**src/rtl/lfo_pkg.sv**
```systemverilog
package lfo_pkg;

    localparam int SEL_W   = 2;
    localparam int TRIM_W  = 4;
    localparam int MAX_LOG = (1 << SEL_W) - 1;
    localparam int CNT_W   = MAX_LOG;

    typedef struct packed {
        logic              en;
        logic [TRIM_W-1:0] trim;
        logic [SEL_W-1:0]  dsel;
    } lfo_cfg_t;

    // Last event index of one half-period: code 00 -> 8 events, 11 -> 1 event.
    function automatic logic [CNT_W-1:0] half_last(input logic [SEL_W-1:0] sel);
        logic [CNT_W:0] n;
        n = (CNT_W+1)'(1 << MAX_LOG) >> sel;
        return CNT_W'(n - (CNT_W+1)'(1));
    endfunction

    function automatic lfo_cfg_t unpack_cfg(input logic [7:0] b);
        lfo_cfg_t c;
        c.en   = b[7];
        c.trim = b[5:2];
        c.dsel = b[1:0];
        return c;
    endfunction

    function automatic logic [7:0] pack_view(input lfo_cfg_t c, input logic rdy);
        return {c.en, rdy, c.trim, c.dsel};
    endfunction

endpackage

```
**src/rtl/lfo_edge.sv**
```systemverilog
module lfo_edge #(
    parameter int SYNC_STAGES = 2
) (
    input  logic clk,
    input  logic rst,
    input  logic osc_in,
    output logic osc_evt
);
    logic [SYNC_STAGES:0] chain;

    always_ff @(posedge clk) begin
        if (rst) chain <= '0;
        else     chain <= {chain[SYNC_STAGES-1:0], osc_in};
    end

    assign osc_evt = chain[SYNC_STAGES] ^ chain[SYNC_STAGES-1];
endmodule

```
**src/rtl/lfo_div.sv**
```systemverilog
module lfo_div
    import lfo_pkg::*;
(
    input  logic             clk,
    input  logic             rst,
    input  logic             en,
    input  logic             osc_evt,
    input  logic [SEL_W-1:0] req_sel,
    output logic             div_out,
    output logic             div_stb
);
    logic [SEL_W-1:0] cur_sel;
    logic [CNT_W-1:0] cnt;
    logic             out_q, stb_q;
    logic             at_last;

    assign at_last = (cnt == half_last(cur_sel));

    always_ff @(posedge clk) begin
        if (rst) begin
            cur_sel <= '0;
            cnt     <= '0;
            out_q   <= 1'b0;
            stb_q   <= 1'b0;
        end else if (!en) begin
            cur_sel <= req_sel;
            cnt     <= '0;
            out_q   <= 1'b0;
            stb_q   <= 1'b0;
        end else begin
            stb_q <= 1'b0;
            if (osc_evt) begin
                if (at_last) begin
                    cnt   <= '0;
                    out_q <= !out_q;
                    stb_q <= !out_q;
                    if (out_q) cur_sel <= req_sel;
                end else begin
                    cnt <= cnt + CNT_W'(1);
                end
            end
        end
    end

    assign div_out = out_q;
    assign div_stb = stb_q;

    // the ratio in force only moves while the output is low
    a_r10_sel_at_boundary: assert property (@(posedge clk) disable iff (rst)
        (cur_sel != $past(cur_sel)) |-> !out_q);
    // output only toggles after an oscillator event or a disable
    a_r4_toggle_on_event: assert property (@(posedge clk) disable iff (rst)
        (out_q && !$past(out_q)) |-> $past(osc_evt));
endmodule

```
**src/rtl/lfo_reg.sv**
```systemverilog
module lfo_reg
    import lfo_pkg::*;
#(
    parameter int              SETTLE_EDGES = 4,
    parameter logic [TRIM_W-1:0] TRIM_RST   = 4'h8
) (
    input  logic     clk,
    input  logic     rst,
    input  logic     wr_en,
    input  logic [7:0] wr_data,
    input  logic     div_stb,
    output lfo_cfg_t cfg,
    output logic     ready
);
    localparam int SCNT_W = $clog2(SETTLE_EDGES) + 1;
    localparam logic [SCNT_W-1:0] SCNT_LAST = SCNT_W'(SETTLE_EDGES - 1);

    lfo_cfg_t          wr_cfg;
    logic              next_en, sel_change, restart;
    logic [SCNT_W-1:0] scnt;

    assign wr_cfg     = unpack_cfg(wr_data);
    assign sel_change = wr_en && (wr_cfg.dsel != cfg.dsel);
    assign next_en    = wr_en ? wr_cfg.en : cfg.en;
    assign restart    = !next_en || sel_change;

    always_ff @(posedge clk) begin
        if (rst) begin
            cfg.en   <= 1'b0;
            cfg.trim <= TRIM_RST;
            cfg.dsel <= '0;
            ready    <= 1'b0;
            scnt     <= '0;
        end else begin
            if (wr_en) cfg <= wr_cfg;
            if (restart) begin
                ready <= 1'b0;
                scnt  <= '0;
            end else if (!ready && div_stb) begin
                if (scnt == SCNT_LAST) ready <= 1'b1;
                else                   scnt  <= scnt + SCNT_W'(1);
            end
        end
    end

    // changing the divide select drops ready
    a_r7_sel_clears_ready: assert property (@(posedge clk) disable iff (rst)
        (wr_en && wr_data[1:0] != cfg.dsel) |=> !ready);
    // rewriting the same select with enable kept keeps ready
    a_r8_same_sel_keeps: assert property (@(posedge clk) disable iff (rst)
        (wr_en && wr_data[7] && wr_data[1:0] == cfg.dsel && ready) |=> ready);
    // ready only rises after a divided edge
    a_r6_ready_after_edge: assert property (@(posedge clk) disable iff (rst)
        $rose(ready) |-> $past(div_stb));
    // no ready while disabled
    a_r9_ready_needs_en: assert property (@(posedge clk) disable iff (rst)
        !cfg.en |-> !ready);
endmodule

```
**src/rtl/lfo_ctrl.sv**
```systemverilog
module lfo_ctrl
    import lfo_pkg::*;
#(
    parameter int          SYNC_STAGES  = 2,
    parameter int          SETTLE_EDGES = 4,
    parameter logic [3:0]  TRIM_RST     = 4'h8
) (
    input  logic       clk,
    input  logic       rst,
    input  logic       osc_in,
    input  logic       wr_en,
    input  logic [7:0] wr_data,
    output logic [7:0] rd_data,
    output logic [3:0] trim_out,
    output logic       div_out,
    output logic       div_stb
);
    lfo_cfg_t cfg;
    logic     ready;
    logic     osc_evt;

    lfo_edge #(.SYNC_STAGES(SYNC_STAGES)) edge_i (
        .clk(clk), .rst(rst), .osc_in(osc_in), .osc_evt(osc_evt)
    );

    lfo_div div_i (
        .clk(clk), .rst(rst), .en(cfg.en), .osc_evt(osc_evt),
        .req_sel(cfg.dsel), .div_out(div_out), .div_stb(div_stb)
    );

    lfo_reg #(.SETTLE_EDGES(SETTLE_EDGES), .TRIM_RST(TRIM_RST)) reg_i (
        .clk(clk), .rst(rst), .wr_en(wr_en), .wr_data(wr_data),
        .div_stb(div_stb), .cfg(cfg), .ready(ready)
    );

    assign rd_data  = pack_view(cfg, ready);
    assign trim_out = cfg.trim;

    // output forced low one cycle after enable reads 0
    a_r9_low_when_off: assert property (@(posedge clk) disable iff (rst)
        !rd_data[7] |=> !div_out);
    // strobe marks the rising edge of the divided output only
    a_r11_stb_on_rise: assert property (@(posedge clk) disable iff (rst)
        div_stb |-> (div_out && !$past(div_out)));
    a_r11_stb_single: assert property (@(posedge clk) disable iff (rst)
        div_stb |=> !div_stb);
endmodule

```
**config.mk**
```make
export PLATFORM = sky130hd
export DESIGN_NAME = lfo_ctrl
export DESIGN_NICKNAME = d
export VERILOG_FILES = /design/src/rtl/lfo_pkg.sv /design/src/rtl/lfo_edge.sv /design/src/rtl/lfo_div.sv /design/src/rtl/lfo_reg.sv /design/src/rtl/lfo_ctrl.sv
export SDC_FILE = /design/constraint.sdc
export NUM_CORES = 1
export LEC_CHECK = 0
export ABC_AREA = 1
export BUFFER_PORTS_ARGS = -buffer_cell sky130_fd_sc_hd__buf_4
export CORE_ASPECT_RATIO = 1.1
export CORE_MARGIN = 2
export CORE_UTILIZATION = 30
export CTS_CLUSTER_DIAMETER = 50
export DETAILED_ROUTE_END_ITERATION = 6
export GPL_TIMING_DRIVEN = 0
export HOLD_SLACK_MARGIN = 0.15
export PLACE_DENSITY_LB_ADDON = 0.15
export SLEW_MARGIN = 0
export SYNTH_ARGS = -nofsm -noshare
export SYNTH_HDL_FRONTEND = slang
export SYNTH_SLANG_ARGS = --single-unit
```
**constraint.sdc**
```tcl
create_clock -name clk -period 2 [get_ports clk]
set_clock_uncertainty 0.2 [all_clocks]
set_input_delay 0.1 -clock clk [delete_from_list [all_inputs] [get_ports clk]]
set_output_delay 0.1 -clock clk [all_outputs]
set_load 0.005 [all_outputs]
```
==> impl_metrics.yaml <==
status:
  outcome: "finished, final reports clean"
timing:
  tightest_slew_ns: 0.2533
  setup_tns_ns: 0
  setup_viol: 0
  hold_viol: 0
  maxSlewViolCount: 0
  grt_setup_unrepaired: "no"
  slew_headroom: 0.8301
  clock.fmax_mhz: 565.3
  finalCritPeriodShare: 0.8846
  finalCriticalPeriod_ns: 1.769
yosys:
  ys.flop_type: "dfxtp_1"
  ys_top_cells_by_count: "nand2_1, nor2_1, dfxtp_1"
  ys_seq_area_frac: 0.4516
  netlist.area_leader.share: 0.4516
  syn_area_um2: 930.9
  ys_seq_elements: 21
  synth_top_cell_by_area: "dfxtp_1"
  yosys-top-cells-area: "dfxtp_1, nand2_1, nor2_1, inv_1, buf_4"
  synth_edf_count: 0
  syn-mean-instance-area_um2: 7.330
  syn_nets: 142
  synthCells: 127
  synth_cell_types: 18
  async_flop_share: 0
  ys_warn_count: 0
place:
  dp_hpwl_um: 1401
  io_buffers: 24
  gp_congestion: 0.7794
clock_network:
  ctsResizeCount: 0
  cts.sink_count: 21
  cts.path.max_buffers: 2
  numCtsBuffers: 3
  h-tree-depth: 1
  clkSlewWorstSetupHoldPaths_ns: 0.11
  cts_setup_buffers: 0
  root_buffer: "clkbuf_4"
  clk_latency_ns: 0.29
  cts_tree: "done"
grt:
  grt-ovfl-total: 0
  antenna_found_initial: 0
  grt_pass1_vias: 898
  grt_pass1_wl_um: 3512
  grt_start_max_net_pins: 12
  grtUsageTotal: 0.1222
die:
  coreArea_um2: 2995
  die_area_um2: 3565
  io_pins: 26
  die_w_um: 57.11
  die_h_um: 62.43
  floorplan.initialDensity: 0.3108
  rows: 21
route:
  detail_route.wirelength_um: 1926
  route.detailed.drc: 0
  drt_iter0_markers: 16
  num_vias: 906
  detail-route-antenna-nets: 0
  drtPass1Iterations: 4
  avgViaCountPerCell: 4.377
  routedWlPerCell_um: 9.304
setup_path:
  critPathCaptureType: "flip-flop"
  cp_max_fo: 10
  cp.required_ns: 1.99
  path_common_cell: "dlygate4sd3_1"
  cp.arrival_ns: 1.76
  critPathTopFamily: "buffers and inverters"
  cpMaxStageDelayCell: "dlygate4sd3_1"
  cp-start-kind: "input pin"
  crit_chain: "dlygate4sd3_1 > buf_4 > clkinv_1 > o21ai_0 > nor2_1 > dlygate4sd3_1"
  worst-path-buf-inv: 4
  criticalPathCategory: "input pin to flip-flop"
  cpPeakStageDelay_ns: 0.56
pwr:
  power_density_nw_per_um2: 576.6
  ir_worst_vdd_v: 0.0003055
  p_leak_nw: 0.6316
  total_power_uw: 784.2
layout:
  antenna_cells: 0
  drive_gt1_frac: 0.2197
  area.growth.synth_to_final_pct: 46.10
  nets: 189
job:
  maxCapViolations: 0
min_path:
  hold_path.class: "flip-flop to flip-flop"
## kinds of logic (layout without fill, tap and decap cells)
logic type                 after synthesis  count (layout)  synth area share
DFF                                     21              21            0.4516
buffers and inverters                   22              68            0.1129
and+or+nand+nor                         62              62            0.2796
AOI/OAI and AO/OA                       16              16           0.08737
adders and majority gates                3               3           0.04033
xor gates and xnor gates                 3               3           0.02823
## final timing paths
| path | from | to | slack (ns) | cells after the start |
|---|---|---|---|---|
| setup reg to reg | reg_i.scnt[0]$_SDFFE_PP0P_ | reg_i.scnt[2]$_SDFFE_PP0P_ | 0.36 | 6 |
| hold / removal | edge_i.chain[0]$_SDFF_PP0_ | edge_i.chain[1]$_SDFF_PP0_ | 0.21 | 2 |
| setup / recovery | rst | reg_i.cfg[3]$_SDFFE_PP0P_ | 0.23 | 6 |
| hold reg to reg | edge_i.chain[0]$_SDFF_PP0_ | edge_i.chain[1]$_SDFF_PP0_ | 0.21 | 2 |
## placed cells by master, fill, tap and decap left out, types with 6 or more instances in the layout
cell type,count
nand2_1,25
a21oi_1,7
dfxtp_1,21
nand3_1,6
nor2_1,25
o21ai_0,8
inv_1,14
dlygate4sd3_1,18
buf_4,30
## stage by stage
step	cells	util	cell area (um2)	hold slack, ns	setup WS [ns]
floorplan	127	-	930.9	-0.02882	0.4711
global placement	185	0.3851	1154	0.08921	0.3980
detailed placement	185	0.3851	1154	0.09154	0.3891
CTS	213	0.4741	1420	0.1590	0.01601
global route	207	0.4541	1360	0.2477	0.1632
finish	207	0.4541	1360	0.2139	0.2309
## metal layers
metal,up-vias,track usage,wire (um)
met5,-,0,0
met4,0,0.05233,15
met3,2,0.02899,92
met2,19,0.2256,970
met1,406,0.1284,847
li1,479,-,-
## layout make-up
type,count,area (um2)
Multi-Input combinational cell,84,405.4
Sequential cell,21,420.4
Timing Repair Buffer,42,360.3
Inverter,16,60.06
Tap cell,34,42.54
Buffer,6,45.04
Fill cell,307,1635
Clock buffer,4,26.28
## registers in the layout (all words and copies together) (netlist names)
signal,cells
div_i.cnt,3
div_i.cur_sel,2
div_i.div_out,1
div_i.div_stb,1
edge_i.chain,3
reg_i.cfg,7
reg_i.ready,1
reg_i.scnt,3
## worst min-delay path: stages, from the launching register on
cell and delay, ns:
dfxtp_1 0.31, inv_1 0.04, nor2_1 0.03
## power by group
part / switching [mW] / internal [mW] / total, mW
combinational: 0.0539 / 0.0812 / 0.135
sequential: 0.0149 / 0.434 / 0.449
clock: 0.123 / 0.0776 / 0.200
total: 0.191 / 0.593 / 0.784
## what timing repair did
| action | in CTS | in global routing |
|---|---|---|
| endpoints found under the setup margin | 0 | 7 |
| hold buffers | 24 | 1 |
| hold endpoints to repair | 16 | 1 |
Note: power is estimated with default switching activity, not from simulation.
